## config.mk

```make
export PLATFORM = sky130hd
export DESIGN_NAME = alias_reg_bank
export DESIGN_NICKNAME = d
export VERILOG_FILES = /design/src/rtl/alias_reg_pkg.sv /design/src/rtl/alias_decode.sv /design/src/rtl/alias_reg_cell.sv /design/src/rtl/alias_read_mux.sv /design/src/rtl/alias_reg_bank.sv
export SDC_FILE = /design/constraint.sdc
export NUM_CORES = 1
export LEC_CHECK = 0
export ABC_CLOCK_PERIOD_IN_PS = 2300
export BUFFER_PORTS_ARGS = -buffer_cell sky130_fd_sc_hd__buf_4
export CAP_MARGIN = 15
export CORE_MARGIN = 3
export CORE_UTILIZATION = 60
export CTS_BUF_LIST = sky130_fd_sc_hd__clkbuf_16
export DETAILED_ROUTE_END_ITERATION = 8
export GPL_TIMING_DRIVEN = 0
export PLACE_DENSITY = 0.82
export SYNTH_ARGS = -nofsm -noshare
export SYNTH_HDL_FRONTEND = slang
export SYNTH_SLANG_ARGS = --single-unit
```

## constraint.sdc

```tcl
create_clock -name clk_i -period 2.3 [get_ports clk_i]
set_input_delay 0 -clock clk_i [delete_from_list [all_inputs] [get_ports clk_i]]
set_output_delay 0 -clock clk_i [all_outputs]
set_load 0.005 [all_outputs]
```

## src/rtl/alias_reg_pkg.sv

```systemverilog
package alias_reg_pkg;
  typedef enum logic [1:0] {
    ALIAS_PLAIN  = 2'd0,
    ALIAS_SET    = 2'd1,
    ALIAS_CLEAR  = 2'd2,
    ALIAS_TOGGLE = 2'd3
  } alias_e;
endpackage

```

## src/rtl/alias_decode.sv

```systemverilog
module alias_decode #(
  parameter int NUM_REGS = 6,
  parameter int IDX_W    = 3,
  parameter int ADDR_W   = IDX_W + 4
) (
  input  logic                    clk_i,
  input  logic                    rst_ni,
  input  logic [ADDR_W-1:0]       addr_i,
  input  logic                    we_i,
  output alias_reg_pkg::alias_e   alias_o,
  output logic [IDX_W-1:0]        idx_o,
  output logic                    hit_o,
  output logic [NUM_REGS-1:0]     wsel_o
);
  import alias_reg_pkg::*;

  assign alias_o = alias_e'(addr_i[3:2]);
  assign idx_o   = addr_i[ADDR_W-1:4];
  assign hit_o   = int'(idx_o) < NUM_REGS;

  for (genvar g = 0; g < NUM_REGS; g++) begin : g_sel
    assign wsel_o[g] = we_i && (idx_o == IDX_W'(g));
  end

  assert_onehot_R6: assert property (@(posedge clk_i) disable iff (!rst_ni)
    $onehot0(wsel_o));
  assert_range_R10: assert property (@(posedge clk_i) disable iff (!rst_ni)
    !hit_o |-> (wsel_o == '0));
  // byte lane bits never block a write to a valid slot
  assert_lane_R9: assert property (@(posedge clk_i) disable iff (!rst_ni)
    (we_i && hit_o && addr_i[1:0] != 2'b00) |-> (wsel_o != '0));
endmodule

```

## src/rtl/alias_reg_cell.sv

```systemverilog
module alias_reg_cell #(
  parameter int                 DATA_W    = 32,
  parameter logic [DATA_W-1:0]  RESET_VAL = '0
) (
  input  logic                  clk_i,
  input  logic                  rst_ni,
  input  logic                  wr_i,
  input  alias_reg_pkg::alias_e alias_i,
  input  logic [DATA_W-1:0]     wdata_i,
  output logic [DATA_W-1:0]     q_o
);
  import alias_reg_pkg::*;

  logic [DATA_W-1:0] q_d;

  always_comb begin
    unique case (alias_i)
      ALIAS_PLAIN:  q_d = wdata_i;
      ALIAS_SET:    q_d = q_o | wdata_i;
      ALIAS_CLEAR:  q_d = q_o & ~wdata_i;
      ALIAS_TOGGLE: q_d = q_o ^ wdata_i;
      default:      q_d = q_o;
    endcase
  end

  always_ff @(posedge clk_i or negedge rst_ni) begin
    if (!rst_ni)   q_o <= RESET_VAL;
    else if (wr_i) q_o <= q_d;
  end

  assert_plain_R2: assert property (@(posedge clk_i) disable iff (!rst_ni)
    (wr_i && alias_i == ALIAS_PLAIN) |=> q_o == $past(wdata_i));
  assert_set_R3: assert property (@(posedge clk_i) disable iff (!rst_ni)
    (wr_i && alias_i == ALIAS_SET) |=> ((q_o & $past(wdata_i)) == $past(wdata_i))
      && ((q_o & ~$past(wdata_i)) == ($past(q_o) & ~$past(wdata_i))));
  assert_clear_R4: assert property (@(posedge clk_i) disable iff (!rst_ni)
    (wr_i && alias_i == ALIAS_CLEAR) |=> ((q_o & $past(wdata_i)) == '0)
      && ((q_o & ~$past(wdata_i)) == ($past(q_o) & ~$past(wdata_i))));
  assert_toggle_R5: assert property (@(posedge clk_i) disable iff (!rst_ni)
    (wr_i && alias_i == ALIAS_TOGGLE) |=> ((q_o ^ $past(q_o)) == $past(wdata_i)));
  assert_hold_R6: assert property (@(posedge clk_i) disable iff (!rst_ni)
    !wr_i |=> $stable(q_o));
  assert_zero_R8: assert property (@(posedge clk_i) disable iff (!rst_ni)
    (wr_i && alias_i != ALIAS_PLAIN && wdata_i == '0) |=> $stable(q_o));
endmodule

```

## src/rtl/alias_read_mux.sv

```systemverilog
module alias_read_mux #(
  parameter int NUM_REGS = 6,
  parameter int DATA_W   = 32,
  parameter int IDX_W    = 3
) (
  input  logic                         clk_i,
  input  logic                         rst_ni,
  input  logic                         re_i,
  input  logic                         hit_i,
  input  logic [IDX_W-1:0]             idx_i,
  input  logic [NUM_REGS*DATA_W-1:0]   regs_i,
  output logic [DATA_W-1:0]            rdata_o
);
  logic [DATA_W-1:0] rd_d;

  always_comb begin
    rd_d = '0;
    for (int k = 0; k < NUM_REGS; k++) begin
      if (hit_i && idx_i == IDX_W'(k)) rd_d = regs_i[k*DATA_W +: DATA_W];
    end
  end

  always_ff @(posedge clk_i or negedge rst_ni) begin
    if (!rst_ni)   rdata_o <= '0;
    else if (re_i) rdata_o <= rd_d;
  end

  assert_rd_hold_R7: assert property (@(posedge clk_i) disable iff (!rst_ni)
    !re_i |=> $stable(rdata_o));
  assert_rd_miss_R10: assert property (@(posedge clk_i) disable iff (!rst_ni)
    (re_i && !hit_i) |=> rdata_o == '0);
endmodule

```

## src/rtl/alias_reg_bank.sv

```systemverilog
module alias_reg_bank #(
  parameter int NUM_REGS = 6,
  parameter int DATA_W   = 32,
  parameter logic [NUM_REGS*DATA_W-1:0] RESET_VALS = {
    32'hA5A5_0F0F, 32'h0000_0000, 32'hFFFF_FFFF,
    32'h1234_5678, 32'h8000_0001, 32'hDEAD_BEEF},
  localparam int IDX_W  = (NUM_REGS > 1) ? $clog2(NUM_REGS) : 1,
  localparam int ADDR_W = IDX_W + 4
) (
  input  logic                       clk_i,
  input  logic                       rst_ni,
  input  logic [ADDR_W-1:0]          addr_i,
  input  logic                       we_i,
  input  logic [DATA_W-1:0]          wdata_i,
  input  logic                       re_i,
  output logic [DATA_W-1:0]          rdata_o,
  output logic [NUM_REGS*DATA_W-1:0] regs_o
);
  import alias_reg_pkg::*;

  alias_e              alias_sel;
  logic [IDX_W-1:0]    idx;
  logic                hit;
  logic [NUM_REGS-1:0] wsel;

  alias_decode #(.NUM_REGS(NUM_REGS), .IDX_W(IDX_W), .ADDR_W(ADDR_W)) u_dec (
    .clk_i(clk_i), .rst_ni(rst_ni), .addr_i(addr_i), .we_i(we_i),
    .alias_o(alias_sel), .idx_o(idx), .hit_o(hit), .wsel_o(wsel));

  for (genvar g = 0; g < NUM_REGS; g++) begin : g_reg
    alias_reg_cell #(
      .DATA_W(DATA_W),
      .RESET_VAL(RESET_VALS[g*DATA_W +: DATA_W])
    ) u_cell (
      .clk_i(clk_i), .rst_ni(rst_ni), .wr_i(wsel[g]), .alias_i(alias_sel),
      .wdata_i(wdata_i), .q_o(regs_o[g*DATA_W +: DATA_W]));
  end

  alias_read_mux #(.NUM_REGS(NUM_REGS), .DATA_W(DATA_W), .IDX_W(IDX_W)) u_rd (
    .clk_i(clk_i), .rst_ni(rst_ni), .re_i(re_i), .hit_i(hit), .idx_i(idx),
    .regs_i(regs_o), .rdata_o(rdata_o));

  // concurrent read sees the pre-write value
  assert_rd_first_R11: assert property (@(posedge clk_i) disable iff (!rst_ni)
    (re_i && we_i && hit) |=> rdata_o == $past(regs_o[idx*DATA_W +: DATA_W]));
endmodule

```

# Word-level counts from Yosys, hierarchy flattened

Cells that the tools add are included.
W data, S select, Z words.

$lt $le $gt $ge: 1
Equal/unequal tests: 8
Multiplexer cells: 12
Bitwise operators: 19
Reductions and logical operators: 14

Operators by type and width:

| operator             | count |
|---|---|
| $pmux W32 S4         | 6 |
| $and A32 B32 Y32     | 6 |
| $mux W32             | 6 |
| $or A32 B32 Y32      | 6 |
| $xor A32 B32 Y32     | 6 |
| $not A32 Y32         | 1 |
| $logic_and A1 B1 Y1  | 12 |
| $eq A3 B2 Y1 const B | 2 |
| $eq A3 B3 Y1 const B | 2 |
| $eq A2 B2 Y1 const B | 2 |
| $eq A3 B1 Y1 const B | 1 |
| $logic_not A3 Y1     | 1 |
| $lt A3 B3 Y1 const B | 1 |
| $eq A2 B1 Y1 const B | 1 |
| $logic_not A2 Y1     | 1 |

Register bits after elaboration: 224
Input port bits: 43
Output and inout bits: 224
Logic and storage cells: 61

# Logic depth before layout (Yosys ltp)

Gate-level depths: netlist (run 1).

Depth after elaboration: 8
Depth in mapped cells: 6
Depth with buffers taken out: 5

# By module

Synthesis (run 1) repeated with hierarchy kept, for this count alone.

Cell total of the unflattened synthesis: 2,141
Area, all modules: 23,189.7 sq um

Modules (own cells, without submodules):

| module                            | times used | cells an instance | area each (sq um) |
|---|---|---|---|
| alias_reg_cell at g_reg[3].u_cell | 1          | 311               | 3,370.7 |
| alias_reg_cell at g_reg[0].u_cell | 1          | 311               | 3,360.7 |
| alias_reg_cell at g_reg[5].u_cell | 1          | 311               | 3,350.7 |
| alias_reg_cell at g_reg[2].u_cell | 1          | 311               | 3,347.0 |
| alias_reg_cell at g_reg[1].u_cell | 1          | 311               | 3,333.2 |
| alias_reg_cell at g_reg[4].u_cell | 1          | 311               | 3,330.7 |
| alias_read_mux                    | 1          | 263               | 2,981.6 |
| alias_decode                      | 1          | 12                | 115.1 |

# Least setup slack after synthesis (run 1)

No wires, ideal clock.

Path type: register -> register
From: register g_reg[0].u_cell.q_o[0]
To: register g_reg[0].u_cell.q_o[0]
Setup time: 0.085 ns
Arrival: 1.568 ns
Required time: 2.215 ns
Path slack: 0.647 ns
Stages on the path, launching flop included: 5
Period minus slack after synthesis: 1.653 ns
Cells stage by stage: dfstp_2 > inv_1 > ha_1 > mux4_2 > mux2_1

Word-level cells in the longest chain between the ends: 2

RTL lines:

| what                                           | line                 | RTL |
|---|---|---|
| start, declared                                | alias_reg_cell.sv:10 | `output logic [DATA_W-1:0] q_o` |
| start signal, assigned                         | alias_reg_cell.sv:28 | `else if (wr_i) q_o <= q_d;` |
| $xor A32 B32 Y32, or another cell as far along | alias_reg_cell.sv:21 | `ALIAS_TOGGLE: q_d = q_o ^ wdata_i;` |
| $pmux W32 S4 (*)                               | alias_reg_cell.sv:17 | `unique case (alias_i)` |

Mark *: on every way between the ends. The rest lies on a longest branch, timed or not.
A chain may end at the register's enable or synchronous reset.

# Final worst setup path (run 1)

From: input port addr_i[5]
To: register u_rd.rdata_o[25]

Word-level cells in the longest chain between the ends: 8

RTL lines:

| what                                                    | line                                     | RTL |
|---|---|---|
| start, declared                                         | alias_reg_bank.sv:12                     | `input logic [ADDR_W-1:0] addr_i,` |
| $lt A3 B3 Y1 / $logic_not A3 Y1 (equally long branches) | alias_decode.sv:19, alias_read_mux.sv:19 |  |
| $logic_and A1 B1 Y1                                     | alias_read_mux.sv:19                     | `if (hit_i && idx_i == IDX_W'(k)) rd_d = regs_i[k*DATA_W +: DATA_W];` |
| $mux W32 (5 in a row)                                   | alias_read_mux.sv:19                     |  |
| $mux W32 (*)                                            | alias_read_mux.sv:19                     |  |
| end signal, assigned                                    | alias_read_mux.sv:25                     | `else if (re_i) rdata_o <= rd_d;` |
| end, declared                                           | alias_read_mux.sv:12                     | `output logic [DATA_W-1:0] rdata_o` |

Marked as above.

==> impl_results.md, run 1 <==
- Post-layout util: 71.91%
- EDFF count, synth: 0
- Setup slack after placement: 0.2441 ns
- Met3 WL post-DR: 6.808 mm
- Max_cap viols: 0
- Average size of a mapped cell: 11.89 µm²
- CTS tree: yes
- Via density: around 6.2
- Fin. Hold Viols: 0
- HP Class: input port to register
- # DRC: 0
- Routability cong.: 0.8656
- Synth cell types: 34
- Critical Path RT: 2.76 ns
- Layout cells sized above 1: 42.23%
- Sequential share of the synthesized area: 27.11%
- Kind of end point of the critical path: register
- Worst-Skew Late Latency: 0.56 ns
- Pin count of the biggest net entering global routing: 113
- Fmax: 486.1 MHz
- FP Rows: 68
- Setup slack after layout: 0.2428 ns
- Worst slew pin tran: 1.231 ns
- Detailed Place HPWL: 44.95 mm
- Global route overflow: 0
- Crit share post-route: approximately 89%
- Post-DR wirelength/cell: 25.21 µm
- Metal2 WL: about 30 mm
- Worst hold margin: 0.01771 ns
- Max Slew Vio Count: 0
- Max IR drop VDD: 0.0006811 V
- Port bufs: about 260
- RSZ-0062 raised after global routing: no
- #FFs+latches synth: 224
- Worst-case clock buffer depth: 3
- Clk_skew: 0.007140 ns
- TritonCTS buffer count: 28
- Initial core utilization: between 60 and 70%
- Iter 0 DRT Violations: 1413
- Wl on met1: 23.98 mm
- Fin nets: 2529
- Root Buffer: clkbuf_16
- Arr. time, crit path: around 2.5 ns
- Relative slew slack: 17.90%
- Clock-pin slew on the worst setup and hold paths: 0.06 ns
- CP Class: input port to register
- Status: completed
- Mapped Area: 0.02108 mm²
- Pleak: approximately 0.012 µW
- Tmin final: 2.057 ns
- WL final: 65.04 mm
- Top layer in use: met5
- Via count: 16110
- Commonest non-fill, non-tap cells in the layout: 428 x inv_1, 384 x ha_1, 265 x buf_4, 231 x mux2_2, 192 x mux4_2
- Crit Path Max Fanout: 10
- CP startpoint kind: input port
- Global Route Usage Sum: 34.29%
- I/O Pins: 267
- CTS HTree Levels: 1
- FFs w/ async S/R, synth: 100.0%
- Most common cell after layout, fill and taps aside: inv_1
- Core area: 0.03463 mm²
- Die area: 0.03742 mm²
- Layout area overhead: 18.12%
- Ys flop type: dfrtp_1
- Synth warn: 0
- Initial antenna violation count: 5
- # setup viols final: 0
- DIE WIDTH: 193.4 µm
- Setup bufs post-CTS: 0
- TritonCTS Sinks: 224
- Gate Count Post-Synth: 1773
- Syn_nets: 2200
- Die Ht: 193.4 µm
- First-pass GRT wire length: roughly 100 mm
- Vias in the first global route: 16970
- Detailed-router iteration count before antenna repair: 7
- PD cells: 926.8 mW/mm²
- Post-detailed-route count of antenna-violating nets: 0
synth_stat cells (20+ instances only):
| cell type | number | area, µm² |
|---|---|---|
| o22ai_1 | 31 | 193.9 |
| dfrtp_1 | 137 | 3428 |
| nor2_1 | 21 | 78.83 |
| ha_1 | 384 | 4805 |
| dfstp_2 | 87 | 2286 |
| mux4_2 | 192 | 4324 |
| o21a_1 | 20 | 150.1 |
| mux2_2 | 231 | 2601 |
| clkbuf_1 | 22 | 82.58 |
| buf_6 | 21 | 236.5 |
| nand2_1 | 40 | 150.1 |
| a31oi_1 | 29 | 181.4 |
| inv_1 | 417 | 1565 |
| buf_2 | 51 | 255.2 |
logic make-up after synthesis:
family	after synthesis	synth area share, %
buf+inv	515	10.29
mux	442	34.03
fa+ha+maj	384	22.79
flops	224	27.11
compound gates	116	3.668
simple gates	92	2.113
report_power, final:
group          switching (µW)  total, µW  internal (µW)  leakage (µW)
combinational            4250      10300           6100       0.00916
clock                    1860       4330           2470      0.000467
sequential               2370       8400           6030       0.00255
registers in the layout, summed over array words and instances (netlist names):
name,flops
g.u_cell.q_o,192
u_rd.rdata_o,32
per-stage QoR:
stage          area (µm²)  total power (µW)  setup TNS [ns]  cells
2_1_floorplan       21080             13520               0   1773
3_3_place_gp        23620             17580          -99.34   2490
3_5_place_dp        23680             18590               0   2492
4_1_cts             24900             23020               0   2579
5_1_grt             24900             24600               0   2579
6_report            24900             23080               0   2580
area by class of cell:
cell class	instances	area, µm²
Buffer	98	604.3
Inverter	417	1565
Antenna cell	1	2.502
Tap cell	455	569.3
Fill cell	2403	9728
Sequential cell	224	5714
Clock buffer	29	725.7
Multi-Input combinational cell	1034	13200
Clock inverter	23	142.6
Timing Repair Buffer	299	2380
worst max-delay path, stage by stage:
cell	delay (ns)
dlygate4sd3_1	0.56
buf_4	0.13
buf_2	0.20
nand4b_1	0.17
clkbuf_1	0.92
o22ai_1	0.27
a31oi_1	0.27
worst paths after layout:
path,startpoint,to,slack (ns),depth (start not counted)
worst max-delay path,addr_i[5],u_rd.rdata_o[25],0.24,7
worst min-delay path,addr_i[3],g_reg[5].u_cell.q_o[0],0.02,3
worst max register to register,g_reg[0].u_cell.q_o[0],g_reg[0].u_cell.q_o[0],0.51,4
worst min register to register,g_reg[1].u_cell.q_o[25],g_reg[1].u_cell.q_o[25],0.59,1
max in group asynchronous,rst_ni,g_reg[1].u_cell.q_o[16],1.15,4
min in group asynchronous,rst_ni,g_reg[2].u_cell.q_o[31],0.07,3
layer usage:
metal | track usage [%] | vias to the layer above
met5 | 0 | -
met4 | 18.89 | 8
met3 | 8.690 | 275
met2 | 53.77 | 886
met1 | 43.87 | 8135
li1 | - | 6801
repair_timing:
item	in CTS	in global routing
hold buffers	35	0
endpoints found under the hold margin	306	0
resized for setup	0	0
(Power assumes the default switching activity.)
==> run 2: changes to the inputs <==
--- a/config.mk
+++ b/config.mk
@@ -8,9 +8,7 @@
 export ABC_CLOCK_PERIOD_IN_PS = 2300
 export BUFFER_PORTS_ARGS = -buffer_cell sky130_fd_sc_hd__buf_4
 export CAP_MARGIN = 15
-export CORE_MARGIN = 3
 export CORE_UTILIZATION = 60
-export CTS_BUF_LIST = sky130_fd_sc_hd__clkbuf_16
 export DETAILED_ROUTE_END_ITERATION = 8
 export GPL_TIMING_DRIVEN = 0
 export PLACE_DENSITY = 0.82
==> run 2 against run 1 <==
Compared with the run above: combinational power about the same; final area grew 0.57%; setup slack better by 0.046 ns; via count up 0.25%; clock skew up 0.013 ns; sequential power about the same; largest power group unchanged; hold slack improved by 0.00063 ns; critical path type unchanged; clock power increased by 13%.
==> impl_results.md, run 2 (synthesis results as in run 1) <==
- Status: completed
- First-pass GRT wire length: 98.46 mm (-1.0%)
- Fin. Hold Viols: 0 (unchanged)
- Vias in the first global route: 16990 (+0.088%)
- I/O Pins: 267 (unchanged)
- Filler instances: 2380 (-0.96%)
- Crit path from: addr_i[5]
- Max IR drop VDD: 0.0006912 V (+1.5%)
- R2r startpoint: g_reg[3].u_cell.q_o[12]
- Port bufs: 262 (unchanged)
- Setup slack after layout: 0.2888 ns (+0.04602 ns)
- Beginning of the worst hold path: addr_i[3]
- Critical Path RT: 2.76 ns (about the same)
- TritonCTS Sinks: 224 (unchanged)
- Layout cells sized above 1: 42.80% (+0.56 points)
- Crit share post-route: 87.44% (-2.0 points)
- CTS HTree Levels: 1 (unchanged)
- Max_cap viols: 0 (unchanged)
- Pin count of the biggest net entering global routing: 106 (-6.2%)
- Routability cong.: 0.8391 (-3.1%)
- Worst-case clock buffer depth: 3 (unchanged)
- # setup viols final: 0 (unchanged)
- FP Rows: 68 (unchanged)
- CP Class: input port to register
- WL final: 65.29 mm (+0.38%)
- Post-detailed-route count of antenna-violating nets: 0 (unchanged)
- Arr. time, crit path: 2.47 ns (-0.05 ns)
- Top Registers: g.u_cell.q_o (192), u_rd.rdata_o (32)
- Placed cell areas: 0.02368 mm² (unchanged)
- Global Route Usage Sum: 36.71% (+2.4 points)
- Initial antenna violation count: 4 (-1)
- Die Ht: 189.4 µm (-2.1%)
- CP startpoint kind: input port
- # DRC: 0 (unchanged)
- Pleak: 0.01221 µW (+0.22%)
- Commonest non-fill, non-tap cells in the layout: 417 x inv_1, 384 x ha_1, 265 x buf_4, 231 x mux2_2, 192 x mux4_2
- CTS Hold Buffers Added: 35 (unchanged)
- Worst-Skew Late Latency: 0.57 ns (about the same)
- Via count: 16150 (+0.25%)
- PD cells: 946.9 mW/mm² (+2.2%)
- Detailed-router iteration count before antenna repair: 6 (-1)
- Core area: 0.03454 mm² (-0.25%)
- TritonCTS buffer count: 28 (unchanged)
- Max FFs per register: 192 (unchanged)
- Multi-input logic area: 0.01320 mm² (unchanged)
- Die area: 0.03589 mm² (-4.1%)
- Root Buffer: clkbuf_16
- HP Class: input port to register
- Iter 0 DRT Violations: 1373 (-2.8%)
- Setup bufs post-CTS: 0 (unchanged)
- CTS resizes: 0 (unchanged)
- Fin nets: 2529 (unchanged)
- Detailed Place HPWL: 44.32 mm (-1.4%)
- Fmax: 497.2 MHz (+2.3%)
- Clk_skew: 0.02029 ns (+0.01315 ns)
- DIE WIDTH: 189.4 µm (-2.1%)
- Clock-pin slew on the worst setup and hold paths: 0.07 ns (about the same)
- Layout area overhead: 18.80%
- Largest reg by FF count: g.u_cell.q_o
- Tmin final: 2.011 ns (-0.04602 ns)
- FF/Latch Area: 0.005714 mm² (unchanged)
- Crit Path Max Fanout: 10 (unchanged)
- CTS tree: yes
- Kind of end point of the critical path: register
- Post-DR wirelength/cell: 25.29 µm (+0.30%)
- RSZ-0062 raised after global routing: no
- Setup slack after placement: 0.3264 ns (+0.08234 ns)
- Relative slew slack: 18.52% (+0.62 points)
- Global route overflow: 0 (unchanged)
- Max Slew Vio Count: 0 (unchanged)
- Final std cell area, no fill: 0.02504 mm² (+0.57%)
- Worst slew pin tran: 1.222 ns (-0.009315 ns)
- Initial core utilization: 61.03% (+0.15 points)
- Most common cell after layout, fill and taps aside: inv_1
- Via density: 6.253 (+0.17%)
==> run 2: cell types whose count changed in the layout (fill, tap and decap cells not counted), sizes merged <==
cell,before,now
clkinvlp,0,1
dlygate4sd3,35,34
diode,1,3
clkbuf,51,65
buf,340,341
clkinv,10,4
inv,428,417
bufinv,2,4
==> run 2: power by group <==
part / internal (µW) / switching, µW
clock: 2970 / 1940
sequential: 6030 / 2400
combinational: 6110 / 4260
total: 15100 / 8600
==> run 2: path summary, 6_finish.rpt <==
kind                                           end  slack [ns]  depth (start not counted)
max reg2reg                g_reg[3].u_cell.q_o[12]        0.52                          4
min                         g_reg[5].u_cell.q_o[2]        0.02                          3
max                               u_rd.rdata_o[25]        0.29                          7
min in group asynchronous  g_reg[5].u_cell.q_o[26]        0.09                          2
min reg2reg                       u_rd.rdata_o[10]        0.59                          2
max in group asynchronous          u_rd.rdata_o[7]        1.57                          3
==> run 2: final cells by class <==
| type | count | share of cell area [%] |
|---|---|---|
| repair buffers | 299 | 9.543 |
| plain buffers | 98 | 2.413 |
| well taps | 455 | 2.273 |
| clock inverters | 9 | 0.5896 |
| multi-input cells | 1034 | 52.70 |
| inverters | 417 | 6.250 |
| diodes | 3 | 0.02998 |
| flip-flops and latches | 224 | 22.82 |
| clock buffers | 43 | 3.387 |
==> run 2: worst max-delay path: stages <==
cell and delay [ns]:
dlygate4sd3_1 0.58, buf_4 0.13, buf_2 0.19, nand4b_1 0.15
clkbuf_1 0.91, o22ai_1 0.26, a31oi_1 0.24
==> run 2: per-layer routing <==
metal / GRT usage (%) / vias up / part of all wire [%]
met5: 0 / - / 0
met4: 19.17 / 0 / 5.8
met3: 9.231 / 257 / 10
met2: 59.40 / 897 / 47
met1: 45.43 / 8216 / 37
li1: - / 6775 / -
==> run 2: through the flow <==
stage               hold WS (ns)  power, µW  instances  utilization (%)  TNS (ns)
global placement          0.4363      17530       2490            68.37    -99.00
finish                   0.01834      23710       2582            72.50         0
floorplan                -0.2956      13520       1773                -         0
detailed placement      -0.08659      18520       2492            68.55         0
CTS                      0.02575      23540       2579            72.48         0
global route             0.04323      25110       2579            72.48         0
